### config.mk
export PLATFORM = sky130hd
export DESIGN_NAME = clamp_seq_gen
export DESIGN_NICKNAME = d
export VERILOG_FILES = /design/src/rtl/clamp_seq_pkg.sv /design/src/rtl/pix_line_cnt.sv /design/src/rtl/seq_cfg_regs.sv /design/src/rtl/region_select.sv /design/src/rtl/seq_pulse.sv /design/src/rtl/clamp_seq_gen.sv
export SDC_FILE = /design/constraint.sdc
export NUM_CORES = 1
export LEC_CHECK = 0
export CAP_MARGIN = 20
export CELL_PAD_IN_SITES_DETAIL_PLACEMENT = 0
export CELL_PAD_IN_SITES_GLOBAL_PLACEMENT = 1
export CORE_MARGIN = 4
export CORE_UTILIZATION = 56
export DETAILED_ROUTE_END_ITERATION = 12
export DONT_BUFFER_PORTS = 1
export PLACE_DENSITY = 0.93
export SYNTH_ARGS = -nofsm -noshare
export SYNTH_HDL_FRONTEND = slang
export SYNTH_SLANG_ARGS = --single-unit
### constraint.sdc
create_clock -name clk_i -period 12.8 [get_ports clk_i]
set_clock_uncertainty 0.05 [all_clocks]
set_input_delay 0.64 -clock clk_i [delete_from_list [all_inputs] [get_ports clk_i]]
set_output_delay 0.64 -clock clk_i [all_outputs]
set_load 0.02 [all_outputs]
### src/rtl/clamp_seq_pkg.sv
package clamp_seq_pkg;
  localparam int KIND_W = 3;

  typedef enum logic [KIND_W-1:0] {
    KIND_T1   = 3'd0,
    KIND_T2   = 3'd1,
    KIND_POL  = 3'd2,
    KIND_CCP  = 3'd3,
    KIND_BCP  = 3'd4,
    KIND_CPTR = 3'd5,
    KIND_BPTR = 3'd6,
    KIND_NONE = 3'd7
  } cfg_kind_e;
endpackage

### src/rtl/pix_line_cnt.sv
module pix_line_cnt #(
  parameter int PIX_W  = 12,
  parameter int LINE_W = 12
) (
  input  logic              clk_i,
  input  logic              rst_ni,
  input  logic              hsync_i,
  input  logic              vsync_i,
  output logic [PIX_W-1:0]  pix_o,
  output logic [LINE_W-1:0] line_o
);
  localparam logic [PIX_W-1:0]  PIX_MAX  = '1;
  localparam logic [LINE_W-1:0] LINE_MAX = '1;

  always_ff @(posedge clk_i or negedge rst_ni) begin
    if (!rst_ni) begin
      pix_o <= '0;
    end else if (hsync_i || vsync_i) begin
      pix_o <= '0;
    end else if (pix_o != PIX_MAX) begin
      pix_o <= pix_o + PIX_W'(1);
    end
  end

  always_ff @(posedge clk_i or negedge rst_ni) begin
    if (!rst_ni) begin
      line_o <= '0;
    end else if (vsync_i) begin
      line_o <= '0;
    end else if (hsync_i && line_o != LINE_MAX) begin
      line_o <= line_o + LINE_W'(1);
    end
  end

  AST_PIX_RESTART: assert property (@(posedge clk_i) disable iff (!rst_ni)
    (hsync_i || vsync_i) |=> pix_o == '0);
  AST_PIX_STEP: assert property (@(posedge clk_i) disable iff (!rst_ni)
    (!hsync_i && !vsync_i && pix_o != PIX_MAX) |=> pix_o == $past(pix_o) + PIX_W'(1));
  AST_PIX_SAT: assert property (@(posedge clk_i) disable iff (!rst_ni)
    (!hsync_i && !vsync_i && pix_o == PIX_MAX) |=> pix_o == PIX_MAX);
  AST_LINE_CLR: assert property (@(posedge clk_i) disable iff (!rst_ni)
    vsync_i |=> line_o == '0);
  AST_LINE_STEP: assert property (@(posedge clk_i) disable iff (!rst_ni)
    (hsync_i && !vsync_i && line_o != LINE_MAX) |=> line_o == $past(line_o) + LINE_W'(1));
endmodule

### src/rtl/seq_cfg_regs.sv
module seq_cfg_regs
  import clamp_seq_pkg::*;
#(
  parameter int PIX_W   = 12,
  parameter int LINE_W  = 12,
  parameter int NUM_SEQ = 4,
  parameter int NUM_RGN = 4,
  parameter int IDX_W   = 2,
  parameter int SEL_W   = 2,
  parameter int DATA_W  = 12
) (
  input  logic                                 clk_i,
  input  logic                                 rst_ni,
  input  logic                                 we_i,
  input  logic [KIND_W+IDX_W-1:0]              addr_i,
  input  logic [DATA_W-1:0]                    wdata_i,
  output logic [NUM_SEQ-1:0][PIX_W-1:0]        t1_o,
  output logic [NUM_SEQ-1:0][PIX_W-1:0]        t2_o,
  output logic [NUM_SEQ-1:0]                   pol_o,
  output logic [NUM_RGN-1:1][LINE_W-1:0]       ccp_o,
  output logic [NUM_RGN-1:1][LINE_W-1:0]       bcp_o,
  output logic [NUM_RGN-1:0][SEL_W-1:0]        ob_ptr_o,
  output logic [NUM_RGN-1:0][SEL_W-1:0]        dm_ptr_o,
  output logic [NUM_RGN-1:0][SEL_W-1:0]        bl_ptr_o
);
  cfg_kind_e        kind;
  logic [IDX_W-1:0] idx;

  assign kind = cfg_kind_e'(addr_i[KIND_W+IDX_W-1:IDX_W]);
  assign idx  = addr_i[IDX_W-1:0];

  for (genvar s = 0; s < NUM_SEQ; s++) begin : g_seq
    always_ff @(posedge clk_i or negedge rst_ni) begin
      if (!rst_ni) begin
        t1_o[s]  <= '0;
        t2_o[s]  <= '0;
        pol_o[s] <= 1'b0;
      end else if (we_i && idx == IDX_W'(s)) begin
        if (kind == KIND_T1)  t1_o[s]  <= wdata_i[PIX_W-1:0];
        if (kind == KIND_T2)  t2_o[s]  <= wdata_i[PIX_W-1:0];
        if (kind == KIND_POL) pol_o[s] <= wdata_i[0];
      end
    end
  end

  for (genvar r = 0; r < NUM_RGN; r++) begin : g_rgn
    always_ff @(posedge clk_i or negedge rst_ni) begin
      if (!rst_ni) begin
        ob_ptr_o[r] <= '0;
        dm_ptr_o[r] <= '0;
        bl_ptr_o[r] <= '0;
      end else if (we_i && idx == IDX_W'(r)) begin
        if (kind == KIND_CPTR) begin
          ob_ptr_o[r] <= wdata_i[SEL_W-1:0];
          dm_ptr_o[r] <= wdata_i[2*SEL_W-1:SEL_W];
        end
        if (kind == KIND_BPTR) bl_ptr_o[r] <= wdata_i[SEL_W-1:0];
      end
    end

    // boundary 0 is pinned to line 0 and has no storage
    if (r > 0) begin : g_cp
      always_ff @(posedge clk_i or negedge rst_ni) begin
        if (!rst_ni) begin
          ccp_o[r] <= '0;
          bcp_o[r] <= '0;
        end else if (we_i && idx == IDX_W'(r)) begin
          if (kind == KIND_CCP) ccp_o[r] <= wdata_i[LINE_W-1:0];
          if (kind == KIND_BCP) bcp_o[r] <= wdata_i[LINE_W-1:0];
        end
      end
    end
  end
endmodule

### src/rtl/region_select.sv
module region_select #(
  parameter int LINE_W  = 12,
  parameter int NUM_RGN = 4,
  parameter int RGN_W   = 2
) (
  input  logic [LINE_W-1:0]                line_i,
  input  logic [NUM_RGN-1:1][LINE_W-1:0]   cp_i,
  output logic [RGN_W-1:0]                 rgn_o
);
  // ascending boundaries assumed: last passed boundary wins
  always_comb begin
    rgn_o = '0;
    for (int k = 1; k < NUM_RGN; k++) begin
      if (line_i >= cp_i[k]) rgn_o = RGN_W'(k);
    end
  end
endmodule

### src/rtl/seq_pulse.sv
module seq_pulse #(
  parameter int PIX_W   = 12,
  parameter int NUM_SEQ = 4,
  parameter int NUM_RGN = 4,
  parameter int SEL_W   = 2,
  parameter int RGN_W   = 2
) (
  input  logic                          clk_i,
  input  logic                          rst_ni,
  input  logic [PIX_W-1:0]              pix_i,
  input  logic [RGN_W-1:0]              rgn_i,
  input  logic [NUM_RGN-1:0][SEL_W-1:0] ptr_i,
  input  logic [NUM_SEQ-1:0][PIX_W-1:0] t1_i,
  input  logic [NUM_SEQ-1:0][PIX_W-1:0] t2_i,
  input  logic [NUM_SEQ-1:0]            pol_i,
  output logic                          pulse_o
);
  logic [SEL_W-1:0] sel;
  logic             in_win;
  logic             level;

  assign sel    = ptr_i[rgn_i];
  assign in_win = (pix_i >= t1_i[sel]) && (pix_i < t2_i[sel]);
  assign level  = pol_i[sel] ^ in_win;

  always_ff @(posedge clk_i or negedge rst_ni) begin
    if (!rst_ni) pulse_o <= 1'b0;
    else         pulse_o <= level;
  end

  AST_REST_LEVEL: assert property (@(posedge clk_i) disable iff (!rst_ni)
    (pix_i < t1_i[sel] || pix_i >= t2_i[sel]) |=> pulse_o == $past(pol_i[sel]));
  AST_WIN_LEVEL: assert property (@(posedge clk_i) disable iff (!rst_ni)
    (pix_i >= t1_i[sel] && pix_i < t2_i[sel]) |=> pulse_o != $past(pol_i[sel]));
  AST_EMPTY_WIN: assert property (@(posedge clk_i) disable iff (!rst_ni)
    (t2_i[sel] <= t1_i[sel]) |=> pulse_o == $past(pol_i[sel]));
endmodule

### src/rtl/clamp_seq_gen.sv
module clamp_seq_gen
  import clamp_seq_pkg::*;
#(
  parameter int PIX_W   = 12,
  parameter int LINE_W  = 12,
  parameter int NUM_SEQ = 4,
  parameter int NUM_RGN = 4
) (
  input  logic        clk_i,
  input  logic        rst_ni,
  input  logic        hsync_i,
  input  logic        vsync_i,
  input  logic        cfg_we_i,
  input  logic [4:0]  cfg_addr_i,
  input  logic [11:0] cfg_wdata_i,
  output logic        ob_clamp_o,
  output logic        dummy_clamp_o,
  output logic        pix_blank_o
);
  localparam int SEL_W  = (NUM_SEQ > 1) ? $clog2(NUM_SEQ) : 1;
  localparam int RGN_W  = (NUM_RGN > 1) ? $clog2(NUM_RGN) : 1;
  localparam int IDX_W  = (SEL_W > RGN_W) ? SEL_W : RGN_W;
  localparam int DATA_W = 12;
  localparam int N_OUT  = 3;

  logic [PIX_W-1:0]                  pix;
  logic [LINE_W-1:0]                 line;
  logic [NUM_SEQ-1:0][PIX_W-1:0]     t1, t2;
  logic [NUM_SEQ-1:0]                pol;
  logic [NUM_RGN-1:1][LINE_W-1:0]    ccp, bcp;
  logic [NUM_RGN-1:0][SEL_W-1:0]     ob_ptr, dm_ptr, bl_ptr;
  logic [RGN_W-1:0]                  clamp_rgn, blank_rgn;
  logic [N_OUT-1:0][NUM_RGN-1:0][SEL_W-1:0] ptr_all;
  logic [N_OUT-1:0][RGN_W-1:0]       rgn_all;
  logic [N_OUT-1:0]                  pulse;

  pix_line_cnt #(.PIX_W(PIX_W), .LINE_W(LINE_W)) u_cnt (
    .clk_i   (clk_i),
    .rst_ni  (rst_ni),
    .hsync_i (hsync_i),
    .vsync_i (vsync_i),
    .pix_o   (pix),
    .line_o  (line)
  );

  seq_cfg_regs #(
    .PIX_W(PIX_W), .LINE_W(LINE_W), .NUM_SEQ(NUM_SEQ), .NUM_RGN(NUM_RGN),
    .IDX_W(IDX_W), .SEL_W(SEL_W), .DATA_W(DATA_W)
  ) u_cfg (
    .clk_i    (clk_i),
    .rst_ni   (rst_ni),
    .we_i     (cfg_we_i),
    .addr_i   (cfg_addr_i[KIND_W+IDX_W-1:0]),
    .wdata_i  (cfg_wdata_i),
    .t1_o     (t1),
    .t2_o     (t2),
    .pol_o    (pol),
    .ccp_o    (ccp),
    .bcp_o    (bcp),
    .ob_ptr_o (ob_ptr),
    .dm_ptr_o (dm_ptr),
    .bl_ptr_o (bl_ptr)
  );

  region_select #(.LINE_W(LINE_W), .NUM_RGN(NUM_RGN), .RGN_W(RGN_W)) u_clamp_rgn (
    .line_i (line),
    .cp_i   (ccp),
    .rgn_o  (clamp_rgn)
  );

  region_select #(.LINE_W(LINE_W), .NUM_RGN(NUM_RGN), .RGN_W(RGN_W)) u_blank_rgn (
    .line_i (line),
    .cp_i   (bcp),
    .rgn_o  (blank_rgn)
  );

  assign ptr_all = {bl_ptr, dm_ptr, ob_ptr};
  assign rgn_all = {blank_rgn, clamp_rgn, clamp_rgn};

  for (genvar o = 0; o < N_OUT; o++) begin : g_out
    seq_pulse #(
      .PIX_W(PIX_W), .NUM_SEQ(NUM_SEQ), .NUM_RGN(NUM_RGN),
      .SEL_W(SEL_W), .RGN_W(RGN_W)
    ) u_pulse (
      .clk_i   (clk_i),
      .rst_ni  (rst_ni),
      .pix_i   (pix),
      .rgn_i   (rgn_all[o]),
      .ptr_i   (ptr_all[o]),
      .t1_i    (t1),
      .t2_i    (t2),
      .pol_i   (pol),
      .pulse_o (pulse[o])
    );
  end

  assign ob_clamp_o    = pulse[0];
  assign dummy_clamp_o = pulse[1];
  assign pix_blank_o   = pulse[2];

  AST_CLAMP_RGN_REACHED: assert property (@(posedge clk_i) disable iff (!rst_ni)
    (clamp_rgn != '0) |-> (line >= ccp[clamp_rgn]));
  AST_BLANK_RGN_REACHED: assert property (@(posedge clk_i) disable iff (!rst_ni)
    (blank_rgn != '0) |-> (line >= bcp[blank_rgn]));
endmodule

Word level (Yosys, flattened, before mapping)
Index checks and enable logic that the tools add are counted.

Input bits: 22. Flip-flop bits (word level): 223. Output and inout port bits: 3.

Equal/unequal tests: 11. Add/sub/neg operators: 2. Order comparisons: 17. Muxes and demuxes: 34. Bitwise operators: 3. Reduce and logical (&&, ||, !) cells: 39.

Operators with widths (count): 12-bit binary-select mux with 2-bit select (6); 12-bit 2-to-1 mux (10); 12-bit >= comparator (9); 2-bit AND reduction (26); 12-bit less-than comparator (3); 12-bit by 1-bit adder with 12-bit output (second input constant) (2); 12-bit != test (second input constant) (2); 2-bit by 3-bit less-than comparator with 1-bit output (second input constant) (5); 2-bit 2-to-1 mux (7); 2-bit binary-select mux with 2-bit select (3); 3-bit equality test (second input constant) (3); 1-bit logical AND (8); 1-bit binary-select mux with 2-bit select (3); 3-bit by 2-bit equality test with 1-bit output (second input constant) (2); 1-bit 2-to-1 mux (5); 2-bit equality test (second input constant) (2); 2-bit nonzero test (2); 3-bit by 1-bit equality test with 1-bit output (second input constant) (1); 3-bit logical NOT (1); 1-bit XOR (3); 2-bit by 1-bit equality test with 1-bit output (second input constant) (1); 2-bit logical NOT (1); 1-bit logical OR (1).

Longest topological paths before layout
Depth after elaboration: 11. Depth in mapped cells: 26.

Modules after synthesis
A second synthesis with hierarchy kept.

Cells, all modules: 1176. Area total of the unflattened synthesis: 14562.7 µm².

Modules (own cells, without submodules): seq_cfg_regs (cells each 461, instances 1, area an instance 7583.5 µm²); seq_pulse (g_out[0].u_pulse ...) (cells each 116, instances 2, area an instance 1350.0 µm²); seq_pulse (g_out[2].u_pulse) (cells each 118, instances 1, area an instance 1272.5 µm²); pix_line_cnt (cells each 128, instances 1, area an instance 1242.4 µm²); region_select (u_clamp_rgn) (cells each 120, instances 1, area an instance 884.6 µm²); region_select (u_blank_rgn) (cells each 117, instances 1, area an instance 879.6 µm²).

Least setup slack after synthesis
Ideal clock, no wire load.

Path kind: flip-flop to flip-flop. Start: reg u_cnt.line_o[9]. End: reg g_out[2].u_pulse.pulse_o. Arrival time: 4.680 ns. Library setup time: 0.130 ns. Data required time: 12.620 ns. Stages on the path, launching flop included: 23. Slack: 7.940 ns. Cells stage by stage: dfrtp_1 ha_1 a21o_1 a211o_1 a2111oi_0 o31ai_1 o211ai_1 mux2_2 a211oi_2 buf_2 mux2i_1 a21oi_1 ha_1 nand2b_1 a21o_1 a211oi_1 o22ai_1 nor4_1 o21ai_0 and3_1 o21ai_0 o211ai_1 xor2_1.

Cells in the longest elaborated chain, start to end: 11.

Ends and longest elaborated chain: start, declared (RTL line pix_line_cnt.sv:10) `output logic [LINE_W-1:0] line_o`; start signal, assigned (RTL line pix_line_cnt.sv:31) `line_o <= line_o + LINE_W'(1);`; 12-bit >= comparator (RTL line region_select.sv:14) `if (line_i >= cp_i[k]) rgn_o = RGN_W'(k);`; 1-bit 2-to-1 mux (RTL line region_select.sv:14); 2-bit 2-to-1 mux (RTL line region_select.sv:14); 2-bit 2-to-1 mux * (RTL line region_select.sv:14); 2-bit binary-select mux with 2-bit select * (RTL line seq_pulse.sv:22) `assign sel = ptr_i[rgn_i];`; 2-bit 2-to-1 mux (implied by the code) * (RTL line seq_pulse.sv:22); 12-bit binary-select mux with 2-bit select (RTL line seq_pulse.sv:23) `assign in_win = (pix_i >= t1_i[sel]) && (pix_i < t2_i[sel]);`; 12-bit 2-to-1 mux (implied by the code) (RTL line seq_pulse.sv:23); 12-bit >= comparator or 12-bit less-than comparator (tied branches) (RTL line seq_pulse.sv:23); 1-bit logical AND (RTL line seq_pulse.sv:23); 1-bit XOR * (RTL line seq_pulse.sv:24) `assign level = pol_i[sel] ^ in_win;`; net g_out[2].u_pulse.level (RTL line seq_pulse.sv:20) `logic level;`; end signal, assigned (RTL line seq_pulse.sv:28) `else pulse_o <= level;`; end, declared (RTL line seq_pulse.sv:16) `output logic pulse_o`.

The timed path passes the listed nets; every way through them passes the cells marked *. The select of a mux whose other input is x is not followed. A chain may end at the register's enable or synchronous reset.

Worst setup path after layout
Same ends and word-level chain as after synthesis.

==> flow_results.org <==
** STA
- Dividing the final minimum period by the clock period gives 0.462.
- Setup repair after global routing missed its margin :: no
- Final worst hold slack :: 0.102 ns
- Worst slew pin tran :: 1.12 ns
- Worst Setup Slack, final :: 6.88 ns
- Maximum clock rate :: 169 MHz
- Max Transition Viols Final :: 0
- Measured against its own limit, the worst slew margin works out to 0.254.
- For the finished layout, the period the worst path requires is 5.92 ns.
- For the final routed database, the setup TNS stands at 0 ns.
- Final hold violation count :: 0
- Final count of negative-setup-slack endpoints :: 0

** Critical path
- Across all register-to-register paths, the minimum setup slack is 6.88 ns.
- For this design, the slowest cell found on the critical path is buf_4.
- Crit path launch :: u_cnt.line_o[9]
- Along the worst path, the maximum fanout reaches 51.
- The setup path with the least slack is of type reg2reg.
- Crit path required time :: 13.16 ns
- The worst register-to-register path ends at g_out[2].u_pulse.pulse_o.
- The worst register-to-register path has a depth of 23.
- The startpoint identified for the worst register-to-register timing path is u_cnt.line_o[9].
- Total buffers and inverters traversed by the critical path :: 1
- The worst setup path is launched from a register.
- Largest delay contributor family on the critical path :: compound AO/OA/AOI/OAI gates
- Crit. End Element :: register
- Sequence of cells on the critical path :: ha_1 > a21o_1 > a211o_1 > a2111oi_0 > o31ai_1 > o211ai_1 > mux2_2 > a211oi_4 > buf_4 > nor2b_1 > a211oi_1 > a21oi_1 > ha_1 > nand2b_1 > a21o_1 > a211oi_1 > o22ai_1 > nor4_1 > o21ai_0 > and3_1 > o21ai_0 > o211ai_1 > xor2_1
- Data on the critical path arrives at its endpoint at 6.28 ns.
- The critical path ends at g_out[2].u_pulse.pulse_o.
- Worst path depth :: 23
- Delay of the slowest cell on the worst path :: 0.67 ns

** Yosys
- The average instance in the mapped netlist occupies 10.7 um2.
- The mapped netlist covers 14400 um2.
- After synthesis, the netlist uses 61 different library cells.
- Counting flops and latches in the post-synthesis netlist gives 223.
- In the synthesized netlist the async set-or-reset flop fraction comes to 1.00.
- The share of the Yosys chip area taken by registers is 0.389.
- Yosys printed 0 warnings.
- Counting flops with a built-in enable in the synthesized netlist gives 0.
- Among all flip-flop cells after synthesis, the most frequent one is dfrtp_1.
- Counting every net in the synthesized netlist gives 1504.
- Synthesis handed over a netlist of 1339 instances.

** Floorplanning
- Standard-cell rows :: 58
- The die covers 28300 um2.
- For this configuration, the core starts out at a cell density of 0.570.
- Die span in x :: 168 um
- Core outline area :: 25200 um2
- The die is 168 um tall.
- Number of placed I/O pins :: 25

** Cells and area
- Area delta synth->final :: 7.16%
- Measured on the finished design, the core utilization comes to 0.611.
- After the last flow step, the layout net total stands at 1476.
- Of the cells placed in the final design, the portion with a size suffix greater than 1 is 0.207.
- Final Instance Area :: 15400 um2
- Antenna cells :: 0
- Final cell count without fillers :: 1658

** Drt
- Before antenna repair, the detailed router went through 4 iterations.
- DRC violation total after the first TritonRoute iteration :: 671
- Per-cell via count in the routed design :: 6.02
- Wires add up to 34300 um.
- Total number of vias :: 9986
- Post-route ant nets :: 0
- In the final routed layout, each cell accounts on average for 20.7 um.
- In the routed design, unresolved DRC markers number 0.

** Clocking
- The cell sitting at the root of the clock tree is a clkbuf_16.
- Clock Path Buffers :: 3
- Clock insertion delay at the later pin of the skew report :: 0.55 ns
- Number of clock sinks seen by CTS :: 223
- TritonCTS Buffers :: 24
- Clock-pin slew was measured on the worst setup and hold paths at 0.06 ns.
- Gates resized during post-CTS repair numbered 0.
- Clock tree from TritonCTS :: yes
- CTS built an H-tree with a depth of 1.

** Placed design
- Number of input and output port buffers inserted :: 0
- Once placement finished, the instance area stood at 14600 um2.
- After legalization and detailed placement, the total HPWL measured 23400 um.
- Routability-driven placement finished with a final weighted congestion of 0.912.
- OpenSTA, run right after detailed placement, puts the worst setup slack at 6.97 ns.
- Cell count after placement :: 1614

** Power
- Power density relative to cell area :: 154 nW/um2
- Static Leak :: 7.53 nW
- Pwr Total :: 2.37 mW
- Across the VDD grid, the largest voltage drop is 0.000138 V.

** Hold path
- The path class of the tightest hold or removal check is in2reg.

** Global route
- Largest net degree at the start of global routing :: 224
- Gr usage total :: 0.244
- GRT overflow :: 0
- The number of antenna violations at the first check in global routing was 0.
- Global-route wire length before repair :: 55300 um
- Number of global-route vias before repair :: 10300

** Run
- Max-cap viol count :: 0

** Status
- Result of the run :: completed
[cells by family (layout without fill, tap and decap cells)]
family                   count (synthesis)  after routing  share of synthesized area
XOR/XNOR                                19             19                     0.0116
AND/OR/NAND/NOR                        279            279                     0.0892
adder cells (fa/ha/maj)                143            143                      0.125
AO/OA/AOI/OAI                          221            221                     0.0964
flip-flops                             223            223                      0.389
multiplexers                           295            295                      0.246
buffers and inverters                  159            148                     0.0442
[how the worst min path moves through the flow]
stage | startpoint | end | slack, ns | depth (start not counted)
detailed placement | rst_ni | u_cfg.t1_o[5] | 0.31 | 0
global route | vsync_i | u_cnt.line_o[9] | 0.08 | 1
CTS | vsync_i | u_cnt.line_o[10] | 0.09 | 1
floorplan | rst_ni | g_out[0].u_pulse.pulse_o | 0.29 | 0
global placement | rst_ni | u_cfg.t1_o[17] | 0.31 | 0
finish | vsync_i | u_cnt.line_o[10] | 0.10 | 1
[cells in the final DEF (no fill, tap or decap), types with 3 or more instances in the layout]
master     count
a211o_1        6
a211oi_1       7
a21o_1        23
a21oi_1       40
a31oi_1        4
and2_1         5
and3_1        14
buf_4          8
clkbuf_1       3
clkbuf_16     24
clkinv_2       9
dfrtp_1      223
ha_1         143
inv_1         96
mux2_1        26
mux2_2       188
mux2i_1       56
mux4_2        24
nand2_1      129
nand2b_1      10
nand3_1       12
nand3b_1       4
nand4_1       13
nor2_1        53
nor2b_1        4
nor3_1        12
nor3b_1        6
nor4_1         3
o211ai_1       6
o21a_1         6
o21ai_0       58
o21ai_1       45
o31ai_1        3
or2_2          3
or3_1          6
xnor2_1        4
xor2_1        15
[Yosys cell counts (all sizes together) (4+ instances only)]
library cell | number | area [um2]
nor3 | 12 | 60.1
a21o | 23 | 173
a21oi | 40 | 200
mux2 | 215 | 2420
nand4 | 13 | 81.3
nor2b | 4 | 25.0
and2 | 5 | 31.3
nor3b | 6 | 45.0
o21a | 6 | 45.0
xnor2 | 4 | 35.0
inv | 96 | 360
nand2b | 10 | 62.6
nand2 | 129 | 484
and3 | 14 | 87.6
nand3b | 4 | 30.0
o21ai | 103 | 516
mux4 | 24 | 541
or3 | 6 | 37.5
nand3 | 12 | 60.1
nor2 | 53 | 199
mux2i | 56 | 561
clkbuf | 42 | 158
or2 | 4 | 25.0
xor2 | 15 | 131
a211oi | 10 | 90.1
dfrtp | 223 | 5580
a31oi | 4 | 25.0
o211ai | 6 | 45.0
ha | 143 | 1790
a211o | 6 | 52.6
buf | 21 | 116
[routing by layer]
metal / routed length [um] / track usage / part of all wire
met1: 14800 / 0.314 / 0.43
met3: 1320 / 0.0329 / 0.038
met5: 0 / 0 / 0
met4: 1300 / 0.0865 / 0.038
met2: 16900 / 0.422 / 0.49
[worst reg2reg max path, stage by stage (launching register included)]
cell and delay [ns]:
dfrtp_1 0.52, ha_1 0.37, a21o_1 0.16, a211o_1 0.30, a2111oi_0 0.38, o31ai_1 0.17
o211ai_1 0.19, mux2_2 0.40, a211oi_4 0.19, buf_4 0.67, nor2b_1 0.13, a211oi_1 0.23
a21oi_1 0.07, ha_1 0.32, nand2b_1 0.14, a21o_1 0.19, a211oi_1 0.24, o22ai_1 0.15
nor4_1 0.18, o21ai_0 0.16, and3_1 0.18, o21ai_0 0.10, o211ai_1 0.13, xor2_1 0.15
[flip-flops by register name, summed over array words and instances, names as in the netlist]
signal / count
u_cfg.bl_ptr_o: 8
u_cfg.t1_o: 48
u_cfg.ob_ptr_o: 8
g_out.u_pulse.pulse_o: 3
u_cfg.dm_ptr_o: 8
u_cfg.t2_o: 48
u_cnt.line_o: 12
u_cfg.bcp_o: 36
u_cnt.pix_o: 12
u_cfg.ccp_o: 36
u_cfg.pol_o: 4
[area by class of cell]
cell class	instances	area, um2
clock buffer	29	639
clock inverter	14	153
fill	2048	9790
inverter	96	360
multi-input combinational	957	8160
sequential	223	5580
tap	330	413
timing repair buffer	9	87.6
[report_power, final]
| part | switching (mW) | internal, mW | leakage [nW] | total, mW |
|---|---|---|---|---|
| Clock | 0.299 | 0.400 | 0.397 | 0.699 |
| Combinational | 0.376 | 0.356 | 4.30 | 0.732 |
| Sequential | 0.102 | 0.835 | 2.83 | 0.938 |
| Total | 0.777 | 1.59 | 7.53 | 2.37 |
[what timing repair did]
| action | 4_1_cts | 5_1_grt |
|---|---|---|
| hold buffers | 1 | 0 |
| setup buffers | 0 | 0 |
| endpoints found under the hold margin | 223 | 0 |
No activity file was read; power rests on OpenSTA's default activity.
